<file path="config.mk">
export PLATFORM = sky130hd
export DESIGN_NAME = trace_fault_localizer
export DESIGN_NICKNAME = d
export VERILOG_FILES = /design/src/rtl/trace_fault_localizer.sv
export SDC_FILE = /design/constraint.sdc
export NUM_CORES = 2
export LEC_CHECK = 0
export BUFFER_PORTS_ARGS = -buffer_cell sky130_fd_sc_hd__buf_2
export CORE_MARGIN = 4
export CORE_UTILIZATION = 53
export CTS_BUF_LIST = sky130_fd_sc_hd__clkbuf_4
export DETAILED_ROUTE_END_ITERATION = 12
export PLACE_DENSITY = 0.66
export SYNTH_ARGS = -nofsm -noshare
export SYNTH_HDL_FRONTEND = slang
export SYNTH_SLANG_ARGS = --single-unit
</file>
<file path="constraint.sdc">
create_clock -name clk -period 257.7 [get_ports clk]
set_input_delay 51.54 -clock clk [delete_from_list [all_inputs] [get_ports clk]]
set_output_delay 51.54 -clock clk [all_outputs]
set_load 0.005 [all_outputs]
</file>
<file path="src/rtl/trace_fault_localizer.sv">
module trace_fault_localizer #(
  parameter int NDEC = 2,
  parameter int NALU = 4,
  parameter int NPREG = 64,
  parameter int DW = 32,
  parameter int CW = 8,
  parameter int DIV_LIMIT = 1000,
  localparam int DECW = $clog2(NDEC),
  localparam int ALUW = $clog2(NALU),
  localparam int PRW = $clog2(NPREG),
  localparam int IW = (PRW > ALUW) ? ((PRW > DECW) ? PRW : DECW) : ((ALUW > DECW) ? ALUW : DECW),
  localparam int DCW = $clog2(DIV_LIMIT + 1)
) (
  input  logic            clk,
  input  logic            rst_n,
  input  logic            start,
  input  logic            in_valid,
  output logic            in_ready,
  input  logic [DW-1:0]   flt_val,
  input  logic [DECW-1:0] flt_dec,
  input  logic [ALUW-1:0] flt_alu,
  input  logic [PRW-1:0]  flt_preg,
  input  logic [DW-1:0]   ref_val,
  input  logic [DECW-1:0] ref_dec,
  input  logic [ALUW-1:0] ref_alu,
  input  logic [PRW-1:0]  ref_preg,
  input  logic            trace_end,
  output logic            done,
  output logic [1:0]      v_class,
  output logic [IW-1:0]   v_index,
  output logic [CW-1:0]   v_hits
);

  typedef enum logic [1:0] {S_IDLE, S_RUN, S_FIN, S_HOLD} st_t;
  st_t state;

  logic [CW-1:0]  alu_cnt [NALU];
  logic [CW-1:0]  dec_cnt [NDEC];
  logic [CW-1:0]  reg_cnt [NPREG];
  logic [DCW-1:0] div_cnt;

  assign in_ready = (state == S_RUN);

  wire fire = in_valid && in_ready;
  wire diverge = (flt_val != ref_val) || (flt_dec != ref_dec) ||
                 (flt_alu != ref_alu) || (flt_preg != ref_preg);
  wire charge = fire && diverge;
  wire at_limit = charge && (div_cnt == DCW'(DIV_LIMIT - 1));

  logic [1:0]    best_cls;
  logic [IW-1:0] best_idx;
  logic [CW-1:0] best_cnt;

  always_comb begin
    best_cls = 2'd0;
    best_idx = '0;
    best_cnt = '0;
    for (int a = 0; a < NALU; a++)
      if (alu_cnt[a] > best_cnt) begin
        best_cnt = alu_cnt[a]; best_cls = 2'd1; best_idx = IW'(a);
      end
    for (int d = 0; d < NDEC; d++)
      if (dec_cnt[d] > best_cnt) begin
        best_cnt = dec_cnt[d]; best_cls = 2'd2; best_idx = IW'(d);
      end
    for (int p = 0; p < NPREG; p++)
      if (reg_cnt[p] > best_cnt) begin
        best_cnt = reg_cnt[p]; best_cls = 2'd3; best_idx = IW'(p);
      end
  end

  always_ff @(posedge clk or negedge rst_n) begin
    if (!rst_n) begin
      state <= S_IDLE;
      div_cnt <= '0;
      done <= 1'b0;
      v_class <= '0;
      v_index <= '0;
      v_hits <= '0;
    end else begin
      done <= 1'b0;
      if (start) begin
        state <= S_RUN;
        div_cnt <= '0;
        v_class <= '0;
        v_index <= '0;
        v_hits <= '0;
      end else begin
        case (state)
          S_RUN: begin
            if (charge) div_cnt <= div_cnt + 1'b1;
            if (trace_end || at_limit) state <= S_FIN;
          end
          S_FIN: begin
            v_class <= best_cls;
            v_index <= best_idx;
            v_hits <= best_cnt;
            done <= 1'b1;
            state <= S_HOLD;
          end
          default: ;
        endcase
      end
    end
  end

  for (genvar a = 0; a < NALU; a++) begin : g_alu
    always_ff @(posedge clk or negedge rst_n)
      if (!rst_n) alu_cnt[a] <= '0;
      else if (start) alu_cnt[a] <= '0;
      else if (charge && flt_alu == ALUW'(a) && alu_cnt[a] != '1) alu_cnt[a] <= alu_cnt[a] + 1'b1;
  end

  for (genvar d = 0; d < NDEC; d++) begin : g_dec
    always_ff @(posedge clk or negedge rst_n)
      if (!rst_n) dec_cnt[d] <= '0;
      else if (start) dec_cnt[d] <= '0;
      else if (charge && flt_dec == DECW'(d) && dec_cnt[d] != '1) dec_cnt[d] <= dec_cnt[d] + 1'b1;
  end

  for (genvar p = 0; p < NPREG; p++) begin : g_reg
    always_ff @(posedge clk or negedge rst_n)
      if (!rst_n) reg_cnt[p] <= '0;
      else if (start) reg_cnt[p] <= '0;
      else if (charge && flt_preg == PRW'(p) && reg_cnt[p] != '1) reg_cnt[p] <= reg_cnt[p] + 1'b1;
  end

  a_r8_done_one_cycle: assert property (@(posedge clk) disable iff (!rst_n)
    done |=> !done);
  a_r8_done_follows_close: assert property (@(posedge clk) disable iff (!rst_n)
    $rose(done) |-> $past(state == S_FIN));
  a_r2_start_opens: assert property (@(posedge clk) disable iff (!rst_n)
    start |=> (in_ready && !done && v_hits == '0));
  a_r7_none_is_zero: assert property (@(posedge clk) disable iff (!rst_n)
    (done && v_class == 2'd0) |-> (v_index == '0 && v_hits == '0));
  a_r9_limit_bound: assert property (@(posedge clk) disable iff (!rst_n)
    div_cnt <= DCW'(DIV_LIMIT));
  a_r10_no_wrap: assert property (@(posedge clk) disable iff (!rst_n)
    ($past(alu_cnt[0]) == '1 && !$past(start)) |-> alu_cnt[0] == '1);
  a_r11_verdict_held: assert property (@(posedge clk) disable iff (!rst_n)
    (!done && !$past(start)) |-> ($stable(v_class) && $stable(v_index) && $stable(v_hits)));

endmodule

</file>
* Word-level counts from Yosys, hierarchy flattened
Cells that the tools add are included.
** Storage, ports and cells
- Register bits :: 589
- Latch bits :: 0
- Memory bits (writable) :: 0
- Memory bits (read-only) :: 0
- Output and inout port bits :: 18
- Memories :: 0
** Cells by class
- $add $sub $neg :: 71
- Multiply operators :: 0
- Div/mod/pow operators :: 0
- $lt $le $gt $ge :: 70
- Eq/ne operators :: 144
- Shift operators :: 0
- Muxes and demuxes :: 363
- Bitwise operators :: 1
- Reduce and logical (&&, ||, !) cells :: 225
** Operators by type and width (number)
- two-way mux 8 bit :: 212
- adder 8 x 1 -> 8 bit (second input constant) :: 70
- != test 8 bit (second input constant) :: 70
- > comparator 8 bit :: 69
- two-way mux 6 bit :: 47
- == test 6 bit (second input constant) :: 32
- two-way mux 2 bit :: 78
- nonzero test 2 bit :: 73
- logical AND 1 bit :: 143
- == test 6 x 5 -> 1 bit (second input constant) :: 16
- == test 6 x 4 -> 1 bit (second input constant) :: 8
- two-way mux 4 bit :: 8
- != test 32 bit :: 1
- two-way mux 10 bit :: 3
- == test 6 x 3 -> 1 bit (second input constant) :: 4
- two-way mux 5 bit :: 3
- == test 6 x 2 -> 1 bit (second input constant) :: 2
- two-way mux 3 bit :: 4
- adder 10 x 1 -> 10 bit (second input constant) :: 1
- == test 10 bit (second input constant) :: 1
- > comparator 8 x 1 -> 1 bit (second input constant) :: 1
- two-way mux 1 bit :: 7
- == test 2 bit (second input constant) :: 3
- == test 6 x 1 -> 1 bit (second input constant) :: 1
- other kinds (12) :: 17

* Longest topological paths before layout
- Depth in word-level cells :: 142
- Depth in mapped cells :: 809
- Mapped depth without buffers :: 746

* Worst setup path before layout
OpenSTA, ideal clock, no wires.
- Path kind :: reg-to-reg
- Start point :: register alu_cnt[24] (netlist bit)
- End point :: register v_class[0]
- Library setup time :: 0.135 ns
- Arrival :: 132.592 ns
- Slack :: 124.973 ns
- Cell stages (with the launch flop) :: 761
- Path buffers :: 65
- Period minus slack after synthesis :: 132.727 ns
- Cells stage by stage :: dfrtp_1 > inv_1 > ha_1 > nor4b_1 > a21oi_1 > ha_1 > nand4_1 > o22ai_1 > buf_1 > mux2i_1 > ha_1 > and2_2 > o21ai_2 > a21boi_4 > o31ai_4 > clkbuf_1 > nor2_1 > a21oi_1 > [725 not listed] > o21ai_1 > clkbuf_1 > nor2_1 > or2_1 > ha_1 > nor2b_1 > o21ai_0 > nand2b_1 > a21oi_1 > o21ai_0 > o21a_1 > clkbuf_8 > inv_1 > nand2_1 > inv_1 > nand4_2 > o31ai_1 > nand2_1
** Between the ends
- Cells in the longest elaborated chain, start to end :: 142
** Ends and longest elaborated chain
- start, declared :: line 37 : logic [CW-1:0] alu_cnt [NALU];
- start signal, assigned by index :: line 109 : if (!rst_n) alu_cnt[a] <= '0;
- start signal, assigned by index :: line 110 : else if (start) alu_cnt[a] <= '0;
- > comparator 8 x 1 -> 1 bit :: line 59 : if (alu_cnt[a] > best_cnt) begin
- two-way mux 8 bit :: line 59
- > comparator 8 bit :: line 59
- two-way mux 8 bit :: line 59
- > comparator 8 bit :: line 59
- two-way mux 8 bit :: line 59
- > comparator 8 bit :: line 59
- two-way mux 8 bit :: line 59
- [126 not listed]
- > comparator 8 bit :: line 67 : if (reg_cnt[p] > best_cnt) begin
- two-way mux 8 bit :: line 67
- > comparator 8 bit :: line 67
- two-way mux 8 bit :: line 67
- > comparator 8 bit :: line 67
- two-way mux 2 bit (*) :: line 67
- two-way mux 2 bit (*) :: line 89 : case (state)
- two-way mux 2 bit (*) :: line 82 : if (start) begin
- end signal, assigned :: line 95 : v_class <= best_cls;
- end, declared :: line 29 : output logic [1:0] v_class,
Mark *: on every way between the ends. The rest lies on a longest branch, timed or not. The select of a mux whose other input is x is not followed.
A chain may end at the register's enable or synchronous reset.

* Final worst setup path
- Start point :: register alu_cnt[25] (netlist bit)
- End point :: register v_class[0]
Same word-level chain as after synthesis.

==> impl_metrics.tcl <==
set metrics [dict create \
    grt_max_degree 132 \
    clk_pin_slew_ns 0.07 \
    antenna_found_initial 6 \
    synth_nets 7167 \
    yosys_register_bits 589 \
    die_h_um 325.9 \
    dr.first_iter.drc_count 3263 \
    clockRootBuffer "clkbuf_4" \
    yosysWarnings 0 \
    synth_edf_count 0 \
    startpoint "alu_cnt[25]" \
    ant_nets 0 \
    start_util 0.5349 \
    synthTopCellsByArea "dfrtp_1, ha_1, nor2_1" \
    cp_data_arrival_time_ns 152.67 \
    io-pin-count 105 \
    fin_crit_sh 0.5889 \
    min_period_ns 151.76 \
    clock-sinks 589 \
    slowest_delay_ns 0.92 \
    drv_cap 0 \
    status "finished, final reports clean" \
    hold_path.class "flop to flop" \
    ys_seq_area_frac 0.2752 \
    cp_slowest_cell "o21ai_0" \
    worstMarginPinSlew_ns 1.182 \
    fin_skew_ns 0.08532 \
    syn-instance-count 6556 \
    wire_per_inst_um 17.23 \
    vias_per_cell 5.872 \
    fin_nets 7265 \
    clockBufferDepth 3 \
    grt_pass1_wl_um 230100 \
    reg2reg_from "alu_cnt[25]" \
    setup_violations 0 \
    clock.fmax_mhz 6.589 \
    synthesis.area_um2 53570 \
    cts-hold-fix-buffers 0 \
    yosys.cell_count.top_type "nor2_1" \
    dp_hpwl_um 104800 \
    routed_wl_um 139500 \
    synth_top_area_frac 0.2752 \
    portBuffers 104 \
    yosys.cell_types.count 161 \
    area_growth_pct 6.615 \
    synth.avg_cell_area_um2 8.171 \
    worstSetupEndpointType "flop" \
    critPathTopFamily "compound AO/OA/AOI/OAI gates" \
    async_flop_share 1.000 \
    slew_violations 0 \
    ys_top_cells_by_count "nor2_1, nand2_1, dfrtp_1" \
    drive_above_1_share 0.1073 \
    rsz0062_at_grt "no" \
    die_x_um 325.9 \
    core_um2 100100 \
    gp_congestion 0.9300 \
    drc 0 \
    crit_fanout 19 \
    cpMostUsedCell "a21oi_1" \
    rows 116 \
    ys.flop_type "dfrtp_1" \
    hold_viol_final 0 \
    required_ns 258.61 \
    cts_tree "built" \
    htree_levels 4 \
    drt_pass1_iterations 6 \
    crit_type "flop to flop" \
    synth_area_leader_cell "dfrtp_1" \
    cp_num_buf_inv 37 \
    setup_tns_ns 0 \
    grt_usage 0.2579 \
    overflow 0 \
    vias 47530 \
    grt_pass1_vias 45430 \
    cp-start-kind "flop" \
    die_area_um2 106200 \
    worstHoldStart "v_index[1]" \
    cts_setup_buffers 0 \
    maxSlewHeadroom 0.2038 \
    cts-resized-gates 0 \
    cts_buffers 170 \
    clock_latency_ns 1.10 \
]
-- layout make-up --
class | count | area [um2]
Fill cell | 9323 | 43040
Multi-Input combinational cell | 5319 | 36060
Sequential cell | 589 | 14740
Clock buffer | 241 | 1809
Inverter | 442 | 1659
Tap cell | 1298 | 1624
Timing Repair Buffer | 132 | 750.7
Clock inverter | 62 | 437.9
Antenna cell | 11 | 27.53
-- cell usage in the layout (no fill, tap or decap), types with 43 or more instances in the layout --
cell type  synthesis  final
dfrtp_1          589    589
nand2b_1          50     50
ha_1             524    524
a21oi_1          414    414
clkinv_1           1     45
o21ai_0          485    485
mux2_2            95     95
nand3_1          160    160
xor2_1           227    227
nor2b_1           75     75
nor3_1            76     70
nand2_1          605    605
clkbuf_4           1    241
buf_2             23    102
nand4_1          273    273
mux2i_1          177    177
xnor2_1          233    233
o211ai_1          43     43
and3_1            80     80
or3_1            144    144
a21o_1           127    127
inv_1            441    441
nor2_1           807    806
-- kinds of logic after synthesis --
group	count (synthesis)	synth area share
and+or+nand+nor	2483	0.2245
AOI/OAI and AO/OA	1537	0.1860
buffers and inverters	648	0.05258
DFF	589	0.2752
adders and majority gates	538	0.1251
xor gates and xnor gates	460	0.07521
muxes	301	0.06143
-- metrics by stage --
| stage | hold WS (ns) | cell area, um2 | util | cells | worst slack, ns |
|---|---|---|---|---|---|
| floorplan | 0.4628 | 53570 | - | 6556 | 124.97 |
| global placement | 0.4771 | 54830 | 0.5475 | 7780 | 111.64 |
| detailed placement | 0.4715 | 54830 | 0.5475 | 7780 | 107.98 |
| CTS | 0.4953 | 57080 | 0.5700 | 8083 | 107.51 |
| global route | 0.5364 | 57100 | 0.5702 | 8091 | 91.30 |
| finish | 0.4983 | 57110 | 0.5703 | 8094 | 105.94 |
-- path summary, 6_finish.rpt --
kind / end / slack, ns / cells after the start
max in group asynchronous: reg_cnt[220] / 205.02 / 3
min reg2reg: v_index[1] / 0.50 / 2
min: v_index[1] / 0.50 / 2
min in group asynchronous: alu_cnt[4] / 50.45 / 1
max: v_class[0] / 105.94 / 686
max reg2reg: v_class[0] / 105.94 / 686
-- metal layers --
layer,up-vias,GRT usage,routed length (um)
met3,258,0.04065,6462
met2,1039,0.4149,63230
met4,4,0.09010,4350
met1,22510,0.3535,65380
li1,23720,-,-
met5,-,0,27
-- sequential cells by signal, indices dropped and copies added (netlist names) --
signal   cells
done         1
dec_cnt     16
reg_cnt    512
v_class      2
v_index      6
state        2
alu_cnt     32
v_hits       8
div_cnt     10
-- worst reg2reg max path, delay by kind of cell (launching register included) --
family                   cells  cell delay (ns)
AO/OA/AOI/OAI              344            77.18
flip-flops                   1             0.43
buffers and inverters       37             3.76
adder cells (fa/ha/maj)     72            21.01
AND/OR/NAND/NOR            184            31.87
multiplexers                49            17.39
Power is not shown: default switching activity piles up to over one toggle a cycle in this logic, so the estimate is an artifact.
